--- config.mk ---
export PLATFORM = sky130hd
export DESIGN_NAME = dslot_tracker
export DESIGN_NICKNAME = d
export VERILOG_FILES = /design/src/rtl/dslot_pkg.sv /design/src/rtl/dslot_flag_pipe.sv /design/src/rtl/dslot_viol_capture.sv /design/src/rtl/dslot_prev_pc.sv /design/src/rtl/dslot_tracker.sv
export SDC_FILE = /design/constraint.sdc
export NUM_CORES = 1
export LEC_CHECK = 0
export ABC_AREA = 0
export ABC_CLOCK_PERIOD_IN_PS = 1300
export CAP_MARGIN = 30
export CORE_ASPECT_RATIO = 0.7
export CORE_UTILIZATION = 25
export DETAILED_ROUTE_END_ITERATION = 12
export PLACE_DENSITY = 0.49
export SETUP_SLACK_MARGIN = 0.1
export SYNTH_ARGS = -nofsm -noshare
export SYNTH_HDL_FRONTEND = slang
export SYNTH_SLANG_ARGS = --single-unit
--- constraint.sdc ---
create_clock -name clk -period 1.3 [get_ports clk]
set_input_delay 0.13 -clock clk [delete_from_list [all_inputs] [get_ports clk]]
set_output_delay 0.13 -clock clk [all_outputs]
set_load 0.005 [all_outputs]
--- src/rtl/dslot_pkg.sv ---
package dslot_pkg;

    localparam int unsigned DEF_PC_W = 32;

    typedef struct packed {
        logic dcti;
        logic no_slot;
    } insn_attr_t;

    typedef struct packed {
        logic pend;
        logic cur;
    } slot_state_t;

    function automatic logic opens_slot(input insn_attr_t a, input logic cfg_off);
        return a.dcti && !cfg_off;
    endfunction

    function automatic logic is_violation(input insn_attr_t a, input logic in_slot_now);
        return a.no_slot && in_slot_now;
    endfunction

endpackage

--- src/rtl/dslot_flag_pipe.sv ---
module dslot_flag_pipe
    import dslot_pkg::*;
(
    input  logic       clk,
    input  logic       rst,
    input  logic       adv,
    input  logic       cfg_off,
    input  insn_attr_t attr,
    output logic       pend_now,
    output logic       cur_flag
);

    slot_state_t st_q;
    slot_state_t st_d;

    always_comb begin
        st_d = st_q;
        if (adv) begin
            st_d.cur  = st_q.pend;
            st_d.pend = opens_slot(attr, cfg_off);
        end
    end

    always_ff @(posedge clk) begin
        if (rst) st_q <= '0;
        else     st_q <= st_d;
    end

    assign pend_now = st_q.pend;
    assign cur_flag = st_q.cur;

endmodule

--- src/rtl/dslot_viol_capture.sv ---
module dslot_viol_capture
    import dslot_pkg::*;
#(
    parameter int unsigned PC_W = DEF_PC_W
) (
    input  logic            clk,
    input  logic            rst,
    input  logic            adv,
    input  insn_attr_t      attr,
    input  logic            slot_now,
    input  logic [PC_W-1:0] pc,
    output logic            err_pulse,
    output logic [PC_W-1:0] err_pc
);

    logic hit;
    assign hit = adv && is_violation(attr, slot_now);

    always_ff @(posedge clk) begin
        if (rst) begin
            err_pulse <= 1'b0;
            err_pc    <= '0;
        end else begin
            err_pulse <= hit;
            if (hit) err_pc <= pc;
        end
    end

endmodule

--- src/rtl/dslot_prev_pc.sv ---
module dslot_prev_pc #(
    parameter int unsigned PC_W = 32
) (
    input  logic            clk,
    input  logic            rst,
    input  logic            adv,
    input  logic [PC_W-1:0] pc,
    output logic [PC_W-1:0] ppc
);

    always_ff @(posedge clk) begin
        if (rst)      ppc <= '0;
        else if (adv) ppc <= pc;
    end

endmodule

--- src/rtl/dslot_tracker.sv ---
module dslot_tracker
    import dslot_pkg::*;
#(
    parameter int unsigned PC_W = DEF_PC_W
) (
    input  logic            clk,
    input  logic            rst,
    input  logic            cfg_no_slot,
    input  logic            rt_valid,
    input  logic [PC_W-1:0] rt_pc,
    input  logic            rt_dcti,
    input  logic            rt_no_slot,
    output logic            in_slot,
    output logic [PC_W-1:0] prev_pc,
    output logic            viol_pulse,
    output logic [PC_W-1:0] viol_pc
);

    insn_attr_t attr;
    logic       pend_slot;

    assign attr.dcti    = rt_dcti;
    assign attr.no_slot = rt_no_slot;

    dslot_flag_pipe u_flags (
        .clk      (clk),
        .rst      (rst),
        .adv      (rt_valid),
        .cfg_off  (cfg_no_slot),
        .attr     (attr),
        .pend_now (pend_slot),
        .cur_flag (in_slot)
    );

    dslot_viol_capture #(.PC_W(PC_W)) u_viol (
        .clk       (clk),
        .rst       (rst),
        .adv       (rt_valid),
        .attr      (attr),
        .slot_now  (pend_slot),
        .pc        (rt_pc),
        .err_pulse (viol_pulse),
        .err_pc    (viol_pc)
    );

    dslot_prev_pc #(.PC_W(PC_W)) u_ppc (
        .clk (clk),
        .rst (rst),
        .adv (rt_valid),
        .pc  (rt_pc),
        .ppc (prev_pc)
    );

endmodule

== Word-level counts from Yosys, hierarchy flattened ==
Index checks and enable logic that the tools add are counted.

* Output and inout bits: 66
* Register bits after elaboration: 67
* Logic and storage cells: 9
* Bits of input ports: 38

* Reduce and logical (&&, ||, !) cells: 4

{| class="wikitable"
|+ Operators with widths
! kind !! count
|-
| logical AND 1 bit || 3
|-
| zero test 1 bit || 1
|}

== Depth between registers and ports, before layout ==
Gate-level depths: netlist of run 1.

* Word-level depth: 2
* Depth in mapped cells: 5
* Gate-level depth less buffers: 2

== Cells and area by module ==
A second synthesis of run 1 with hierarchy kept.

* Cells, all modules: 252
* Area, all modules: 2732.6 sq um

{| class="wikitable"
|+ By module, submodules not included
! module !! instances !! area an instance (sq um) !! seq. area each (sq um) !! cells an instance
|-
| dslot_viol_capture || 1 || 1492.7 || 660.6 || 142
|-
| dslot_prev_pc || 1 || 1163.6 || 640.6 || 103
|-
| dslot_flag_pipe || 1 || 76.3 || 40.0 || 7
|}

== Worst setup path before layout of run 1 ==
Ideal clock, no wire load.

* Path type: register to register
* From: register u_flags.st_q, in the netlist u_flags.pend_now
* To: register u_viol.err_pc[10]
* Stages on the path, launching flop included: 5
* Setup time: 72 ps
* Arrival time: 925 ps
* Path buffers: 2
* Clock period less this slack: 997 ps
* Data required time: 1228 ps
* Setup slack: 303 ps
* Path through: dfxtp_1 > and3_4 > buf_6 > buf_8 > mux2i_1

* Cells in the longest elaborated chain, start to end: 2

{| class="wikitable"
|+ RTL lines
! element !! RTL line !! RTL
|-
| start, declared || dslot_flag_pipe.sv:13 || <nowiki>slot_state_t st_q;</nowiki>
|-
| start signal, assigned || dslot_flag_pipe.sv:26 || <nowiki>else st_q <= st_d;</nowiki>
|-
| logical AND 1 bit || dslot_pkg.sv:20 || <nowiki>return a.no_slot && in_slot_now;</nowiki>
|-
| logical AND 1 bit || dslot_viol_capture.sv:17 || <nowiki>assign hit = adv && is_violation(attr, slot_now);</nowiki>
|-
| end signal, assigned || dslot_viol_capture.sv:25 || <nowiki>if (hit) err_pc <= pc;</nowiki>
|-
| end, declared || dslot_viol_capture.sv:13 || <nowiki>output logic [PC_W-1:0] err_pc</nowiki>
|}

No other way between the ends.
A chain may end at the register's enable or synchronous reset.

== Worst setup path in the final report of run 1 ==
* From: register u_flags.st_q, in the netlist u_flags.pend_now
* To: register u_viol.err_pc[27]

The elaborated chain is that of the path after synthesis.

==> impl_metrics.ini, run 1 <==
[status]
status = completed

[finish]
final_cell_mix = dlygate4sd2_1, mux2i_1, nand2b_1, dfxtp_1, clkdlybuf4s50_1
diodes = 0
final_nets = 394
stdcell_count = 493
n_fill_cell = 1040
seq_area_mm2 = 0.001344
multiInputGateArea_mm2 = 0.001211
area_delta_synth_final_pct = 53.37
drive_gt1_frac = 0.07756
final_common_cell = dlygate4sd2_1
final_core_util = 0.3967

[yosys]
synth_seq_cells = 67
synthCells = 253
ys_types = 13
synth_area_leaders = dfxtp_1, mux2i_1, nand2b_1
ys_warn_count = 0
syn_area_mm2 = 0.002689
synth-seq-area-share = 0.4988
yosysTopAreaCellShare = 0.4988
synth_top_area_cell = dfxtp_1
syn_nets = 291
synth_area_per_cell_um2 = 10.63

[floorplanning]
num_rows = 31
initial_core_util = 0.2587
io_pins = 104
design.core.area_mm2 = 0.01040
design.die.area_mm2 = 0.01118
die_y_um = 88.77
die_x_um = 126.0

[critical_path]
required_ns = 1.55
cp_max_fo = 13
path_cells = and3_4 -> buf_12 -> mux2i_1
path_class = register to register
cp_data_arrival_time_ns = 1.30
crit_path_end_kind = register
reg2reg_slack_ns = 0.25
start_kind = register
cp_slowest_stage_delay_ns = 0.35
crit_slowest_cell = dfxtp_1

[drt]
vias_per_cell = 3.974
drt_pre_antenna_iters = 4
route.vias.total = 1959
drc = 0
drt_iter0_markers = 73
wl_per_cell_um = 12.57
ant_nets = 0
wirelength_mm = 6.195

[power]
seqPwrFrac = 0.398
p_int_uw = 4332
p_sw_uw = 1085
power.leakage_uw = 0.001879
power_frac_comb = 0.088
clkPwrFrac = 0.514
power.density_mw_per_mm2 = 1313
ir_drop_v = 0.0006928
switching_share = 0.2003

[timing]
finClkSkew_ns = 0.004062
fin_crit_ns = 1.053
slew_viol_final = 0
finalSetupViolCount = 0
worstMarginPinSlew_ns = 0.3251
fin_crit_sh = 0.8098
slew_headroom = 0.7833
rsz0062_at_grt = no
fin_tns_setup_ns = 0
setup_slack_ns = 0.2472
timing.fmax_mhz = 949.9
hold_violations = 0

[place]
place.gp.congestion = 0.6696
hpwlAfterDp_mm = 4.254
dp_cells = 477
preCtsSetupSlack_ns = -0.03871
numPortBuffers = 103

[flow_run]
drv_cap = 0

[global_routing]
grt_max_degree = 58
first_global_vias = 1821
grt_usage = 0.1146
antenna_found_initial = 0
grt_pass1_wl_mm = 9.625
grt_remaining_overflow = 0

[cts]
h-tree-depth = 3
clkSinkCount = 67
path_clk_slew_ns = 0.05
clk_latency_ns = 0.33
cts_buffer_depth = 2
clockRootBuffer = clkbuf_16
cts_hold_buffers = 0
cts_made_buffers = 9
cts_tree = done

[min_path]
hold_path.class = input pin to register
registers in the layout, summed over array words and instances (netlist names):
name,flops
u_flags.cur_flag,1
u_flags.pend_now,1
u_ppc.ppc,32
u_viol.err_pc,32
u_viol.err_pulse,1
routing by layer:
metal | vias to the layer above | wire length (µm) | track usage
li1 | 1026 | - | -
met1 | 854 | 3222 | 0.1512
met2 | 71 | 2335 | 0.1537
met3 | 8 | 562 | 0.05985
met4 | 0 | 75 | 0.04929
met5 | - | 0 | 0
power by group through the flow:
stage                     sequential, µW  combinational, µW  clock [µW]
after floorplan                     2210                220           0
after global placement              2200                527           0
after detailed placement            2200                527           0
after CTS                           2160                483        2880
after global routing                2170                521        2970
final                               2160                475        2780
worst paths after layout:
kind                                                     from                             end  depth (start not counted)
worst max-delay path            u_flags.pend_now$_SDFFE_PP0P_  u_viol.err_pc[27]$_SDFFE_PP0P_                          3
worst min-delay path                                      rst     u_viol.err_pulse$_SDFF_PP0_                          3
worst max register to register  u_flags.pend_now$_SDFFE_PP0P_  u_viol.err_pc[27]$_SDFFE_PP0P_                          3
worst min register to register  u_viol.err_pc[0]$_SDFFE_PP0P_   u_viol.err_pc[0]$_SDFFE_PP0P_                          2
area by class of cell:
class,count,share of cell area
clock inverters,5,0.02427
well taps,132,0.04005
flip-flops and latches,67,0.3258
multi-input cells,167,0.2937
clock buffers,11,0.05886
repair buffers,111,0.2573
cell families (layout without fill, tap and decap cells):
family | Yosys count | after routing | share of synthesized area
simple gates | 101 | 101 | 0.2066
flops | 67 | 67 | 0.4988
mux | 65 | 65 | 0.2420
buf+inv | 19 | 127 | 0.05072
compound gates | 1 | 1 | 0.001860
timing repair:
action | in CTS | in global routing
endpoints found under the setup margin | 66 | 0
resized for setup | 68 | 0
buffers inserted | 0 | 0
cells in the mapped netlist:
cell      number
dfxtp_1       67
nor2b_1        1
nand2b_1      65
mux2i_1       65
buf_6          2
clkbuf_1       7
and3_4         1
buf_8          3
buf_2          4
nor2_1        33
nand3b_1       1
a21oi_1        1
buf_4          3
stage by stage:
step | power (µW) | hold WS [ns] | cell area [µm²]
5_1_grt | 5657 | 0.2378 | 4124
6_report | 5417 | 0.2389 | 4124
2_1_floorplan | 2428 | 0.2772 | 2689
4_1_cts | 5522 | 0.2320 | 4124
3_5_place_dp | 2731 | 0.4609 | 3861
3_3_place_gp | 2731 | 0.4575 | 3861
worst max-delay path: cells and delay by family (launching register included):
family                 cells  cell delay (ns)
flip-flops                 1             0.35
multiplexers               1             0.20
AND/OR/NAND/NOR            1             0.26
buffers and inverters      1             0.17
No activity file was read; power rests on OpenSTA's default activity.
==> inputs of run 2 (changes only) <==
Settings changed: ABC_CLOCK_PERIOD_IN_PS 1300 to 900, PLACE_DENSITY 0.49 to 0.5.
Clock period 1.3 ns to 0.9 ns, I/O delays scaled along.
==> run 2 against run 1 <==
Effect of this change: the flow now finishes with violations (DRC, setup timing); worst setup slack got worse by 0.36 ns; combinational power rose by 58%; final cell count rose by 3.9%; total power rose by 46%; sequential share of layout area fell by 0.14 points.
==> impl_metrics.ini, run 2 (synthesis results as in run 1) <==
[place]
numPortBuffers = 103
dp_cells = 491
hpwlAfterDp_mm = 4.491
preCtsSetupSlack_ns = -0.3738
place.gp.congestion = 0.6489

[global_routing]
grt-busiest-layer = met2
antenna_found_initial = 0
first_global_vias = 2035
grtUsageMet2 = 0.1763
grt_use_met1 = 0.1556
grt_usage = 0.1234
grt_pass1_wl_mm = 10.43
grt_remaining_overflow = 0
grt_use_met3 = 0.05985
grt_max_degree = 53

[critical_path]
cp_max_fo = 14
crit_path_end_kind = register
required_ns = 1.15
crit_slowest_cell = dfxtp_2
cp_data_arrival_time_ns = 1.27
reg2reg_slack_ns = -0.12
r2r_end = u_viol.err_pc[13]$_SDFFE_PP0P_
cp_slowest_stage_delay_ns = 0.33
start_kind = register
path_class = register to register
path_cells = and3_4 -> buf_12 -> mux2i_1
rr_startpoint = u_flags.pend_now$_SDFFE_PP0P_
rr_worst_depth = 3

[flow_run]
drv_cap = 0

[drt]
drt_iter0_markers = 56
drt_pre_antenna_iters = 8
route.vias.total = 2092
vias_per_cell = 4.086
drc = 1
wl_per_cell_um = 12.93
wirelength_mm = 6.620
ant_nets = 0

[floorplanning]
design.die.area_mm2 = 0.01118
io_pins = 104
initial_core_util = 0.2587
die_x_um = 126.0
design.core.area_mm2 = 0.01040
die_y_um = 88.77
num_rows = 31

[finish]
diodes = 0
n_fill_cell = 1027
stdcell_count = 512
multiInputGateArea_mm2 = 0.001211
area_delta_synth_final_pct = 63.38
final_cell_mix = dfxtp_2, mux2i_1, nand2b_1, buf_6, clkdlybuf4s50_1
reg.largest.list = u_ppc.ppc x32, u_viol.err_pc x32
final_core_util = 0.4226
final_nets = 413
drive_gt1_frac = 0.4711
final_common_cell = dfxtp_2
seq_area_mm2 = 0.001425

[cts]
cts_made_buffers = 9
h-tree-depth = 3
clk_latency_ns = 0.33
cts_buffer_depth = 2
cts_hold_buffers = 0
clkSinkCount = 67
path_clk_slew_ns = 0.06
cts_tree = done
clockRootBuffer = clkbuf_16

[timing]
fin_crit_sh = 1.130
slew_viol_final = 0
timing.fmax_mhz = 983.7
finalSetupViolCount = 32
fin_crit_ns = 1.017
fin_hold_ws_ns = 0.2107
setup_slack_ns = -0.1166
hold_violations = 0
slew_headroom = 0.8700
rsz0062_at_grt = yes
worstMarginPinSlew_ns = 0.1950
finClkSkew_ns = 0.005465

[min_path]
worstHoldStart = rst
hold_depth = 3
hold_path.class = input pin to register
hold_end = u_ppc.ppc[16]$_SDFFE_PP0P_

[power]
power.density_mw_per_mm2 = 1805
power.leakage_uw = 0.001887
finalPower_uw = 7929
ir_drop_v = 0.0008136

[status]
status = finished with violations
violations = DRC, setup timing
[run 2: cell count changes in the layout (fill, tap and decap cells not counted), sizes merged]
cell         change
buf             +85
dlygate4sd2     -66
clkbuf           -2
clkinv           +1
clkinvlp         +1
[run 2: power breakdown]
part / total (µW) / internal, µW / switching, µW / leakage (µW)
Combinational: 749 / 468 / 282 / 0.00115
Sequential: 3150 / 3090 / 59.2 / 0.000576
Clock: 4030 / 2700 / 1330 / 0.000165
[run 2: worst max-delay path by stage]
stage / from / endpoint / slack (ns)
global placement: rt_no_slot / u_viol.err_pc[20]$_SDFFE_PP0P_ / -0.34
floorplan: u_flags.pend_now$_SDFFE_PP0P_ / u_viol.err_pc[10]$_SDFFE_PP0P_ / -0.08
detailed placement: rt_no_slot / u_viol.err_pc[17]$_SDFFE_PP0P_ / -0.37
CTS: u_flags.pend_now$_SDFFE_PP0P_ / u_viol.err_pc[18]$_SDFFE_PP0P_ / -0.11
finish: u_flags.pend_now$_SDFFE_PP0P_ / u_viol.err_pc[13]$_SDFFE_PP0P_ / -0.12
global route: u_flags.pend_now$_SDFFE_PP0P_ / u_viol.err_pc[18]$_SDFFE_PP0P_ / -0.18
[run 2: timing repair]
item | in CTS | in global routing
setup buffers | 2 | 3
resized for setup | 347 | 23
setup endpoints to repair | 99 | 99
pin swaps | 0 | 2
[run 2: through the flow]
stage / TNS [ns] / area (µm²)
floorplan: -2.400 / 2694
global placement: -11.20 / 3993
detailed placement: -11.80 / 3993
CTS: -2.816 / 4232
global route: -4.281 / 4393
finish: -2.561 / 4393
[run 2: critical path: cells and delay by family (launching register included)]
family	cells	cell delay [ns]
buf+inv	1	0.18
flops	1	0.33
mux	1	0.19
simple gates	1	0.24
[run 2: final cells by class]
type / instances / share of cell area
Multi-Input combinational cell: 167 / 0.2757
Timing Repair Buffer: 130 / 0.2845
Sequential cell: 67 / 0.3244
Clock inverter: 7 / 0.02649
Tap cell: 132 / 0.03760
Clock buffer: 9 / 0.05127
[run 2: routing by layer]
metal	up-vias	routed length (µm)	part of all wire
li1	1062	-	-
met1	952	3199	0.48
met2	68	2696	0.41
met3	10	617	0.093
met4	0	106	0.016
met5	-	0	0
==> inputs of run 3 (changes only) <==
Settings changed: GPL_TIMING_DRIVEN set to 0, SKIP_CTS_REPAIR_TIMING set to 1, SYNTH_HIERARCHICAL set to 1.
==> run 3 against run 2 <==
Effect of this change: sequential power is essentially flat; critical path type unchanged; highest routed layer unchanged; the flow finishes with violations (setup timing); sequential cell count is the same; first-iteration DRC count grew 34%; final cell count grew 0.78%; clock power shrank 7.7%; via count grew 1.1%; synthesized cell count shrank 0.40%; sequential share of layout area grew 0.099 points.
==> impl_metrics.ini, run 3 <==
[timing]
slew_viol_final = 0
rsz0062_at_grt = yes
slew_headroom = 0.6470
finClkSkew_ns = 0.003535
fin_crit_sh = 1.172
worstMarginPinSlew_ns = 0.5295
fin_tns_setup_ns = -4.142
hold_violations = 0
setup_slack_ns = -0.1547
timing.fmax_mhz = 948.2
fin_crit_ns = 1.055
finalSetupViolCount = 32

[global_routing]
grt_use_met3 = 0.05326
antenna_found_initial = 0
first_global_vias = 2122
grt-busiest-layer = met2
grtUsageMet2 = 0.1873
grt_use_met1 = 0.1799
grt_max_degree = 13
grt_usage = 0.1332
grt_remaining_overflow = 0
grt_pass1_wl_mm = 11.20

[power]
ir_drop_v = 0.0008411
power.density_mw_per_mm2 = 1754
finalPower_uw = 7655
power.leakage_uw = 0.001873

[critical_path]
rr_worst_depth = 4
start_kind = register
path_class = register to register
required_ns = 1.15
crit_path_end_kind = register
cp_data_arrival_time_ns = 1.31
reg2reg_slack_ns = -0.15
cp_max_fo = 8

[drt]
vias_per_cell = 4.101
route.vias.total = 2116
drt_pre_antenna_iters = 4
drc = 0
ant_nets = 0
drt_iter0_markers = 75
wirelength_mm = 7.474
wl_per_cell_um = 14.48

[cts]
cts_buffer_depth = 2
clk_latency_ns = 0.33
clockRootBuffer = clkbuf_16
cts_made_buffers = 9
cts_tree = done
h-tree-depth = 3
clkSinkCount = 67
path_clk_slew_ns = 0.06

[finish]
diodes = 0
area_delta_synth_final_pct = 59.71
drive_gt1_frac = 0.4531
final_nets = 417
reg.largest.list = u_ppc/ppc x32, u_viol/err_pc x32
final_core_util = 0.4167
final_cell_mix = mux2i_1, nand2b_1, dfxtp_2, clkbuf_2, clkdlybuf4s50_1
seq_area_mm2 = 0.001420
n_fill_cell = 1053
multiInputGateArea_mm2 = 0.001215

[place]
place.gp.congestion = 0.7000
numPortBuffers = 103
hpwlAfterDp_mm = 5.034

[yosys]
ys_top_cells_by_count = dfxtp_1, mux2i_1, nand2b_1
synth_compound_area_frac = 0.003205
yosysTopAreaCellShare = 0.4908
ys_types = 12
synth_top_family_by_area = multiplexers
synth_area_per_cell_um2 = 10.84
synthAdderAreaFrac = 0
synth_mux_area_frac = 0.2381
synthXorXnorAreaFrac = 0
synthCells = 252
synth_edf_count = 0
synth-seq-area-share = 0.4908
async_flop_share = 0
synth.most_common_cell = dfxtp_1
synth_area_leaders = dfxtp_1, mux2i_1, nand2b_1
synth_seq_cells = 67
synth_top_area_cell = dfxtp_1
ys.flop_type = dfxtp_1
syn_nets = 290
ys_warn_count = 6
syn_area_mm2 = 0.002733
synthSimpleGateAreaFrac = 0.2015

[floorplanning]
design.core.area_mm2 = 0.01047
die_y_um = 89.47
io_pins = 104
design.die.area_mm2 = 0.01136
die_x_um = 127.0
num_rows = 31
initial_core_util = 0.2609

[flow_run]
drv_cap = 0

[status]
status = finished with violations
violations = setup timing

[min_path]
hold_depth = 2
hold_path.class = input pin to register
[run 3: metal layers]
metal | vias up | wire length [µm]
li1 | 1075 | -
met1 | 973 | 3855
met2 | 63 | 3030
met3 | 5 | 524
met4 | 0 | 62
met5 | - | 0
[run 3: path summary, 6_finish.rpt]
path                                   from                        endpoint
max reg2reg   u_flags/pend_now$_SDFFE_PP0P_  u_viol/err_pc[24]$_SDFFE_PP0P_
max           u_flags/pend_now$_SDFFE_PP0P_  u_viol/err_pc[24]$_SDFFE_PP0P_
min reg2reg  u_viol/err_pc[25]$_SDFFE_PP0P_  u_viol/err_pc[25]$_SDFFE_PP0P_
min                                     rst   u_flags/pend_now$_SDFFE_PP0P_
[run 3: power by group]
group | switching [µW] | internal, µW
sequential | 59.7 | 3090
combinational | 307 | 478
clock | 1310 | 2410
[run 3: worst max-delay path: stages (launching register included)]
cell	delay, ns
dfxtp_2	0.32
and3_4	0.18
buf_12	0.15
clkbuf_16	0.16
mux2i_1	0.17
[run 3: cells by family (layout without fill, tap and decap cells)]
logic type	count (synthesis)	after routing
AO/OA/AOI/OAI	1	1
buffers and inverters	18	150
flip-flops	67	67
multiplexers	65	65
AND/OR/NAND/NOR	101	101
[run 3: cell type report]
cell class | count | area share
sequential | 67 | 0.3254
multi-input combinational | 167 | 0.2784
timing repair buffer | 116 | 0.2405
clock buffer | 9 | 0.05161
buffer | 18 | 0.04501
tap | 132 | 0.03784
clock inverter | 7 | 0.02122
[run 3: through the flow]
step	area [µm²]	instances	setup slack (ns)	hold WS, ns
2_1_floorplan	2734	252	-0.06709	0.1451
3_3_place_gp	3930	487	-0.9789	0.4578
3_5_place_dp	3930	487	-0.9911	0.4665
4_1_cts	4248	503	-0.6476	0.3444
5_1_grt	4364	516	-0.2002	0.07701
6_report	4364	516	-0.1547	0.04906
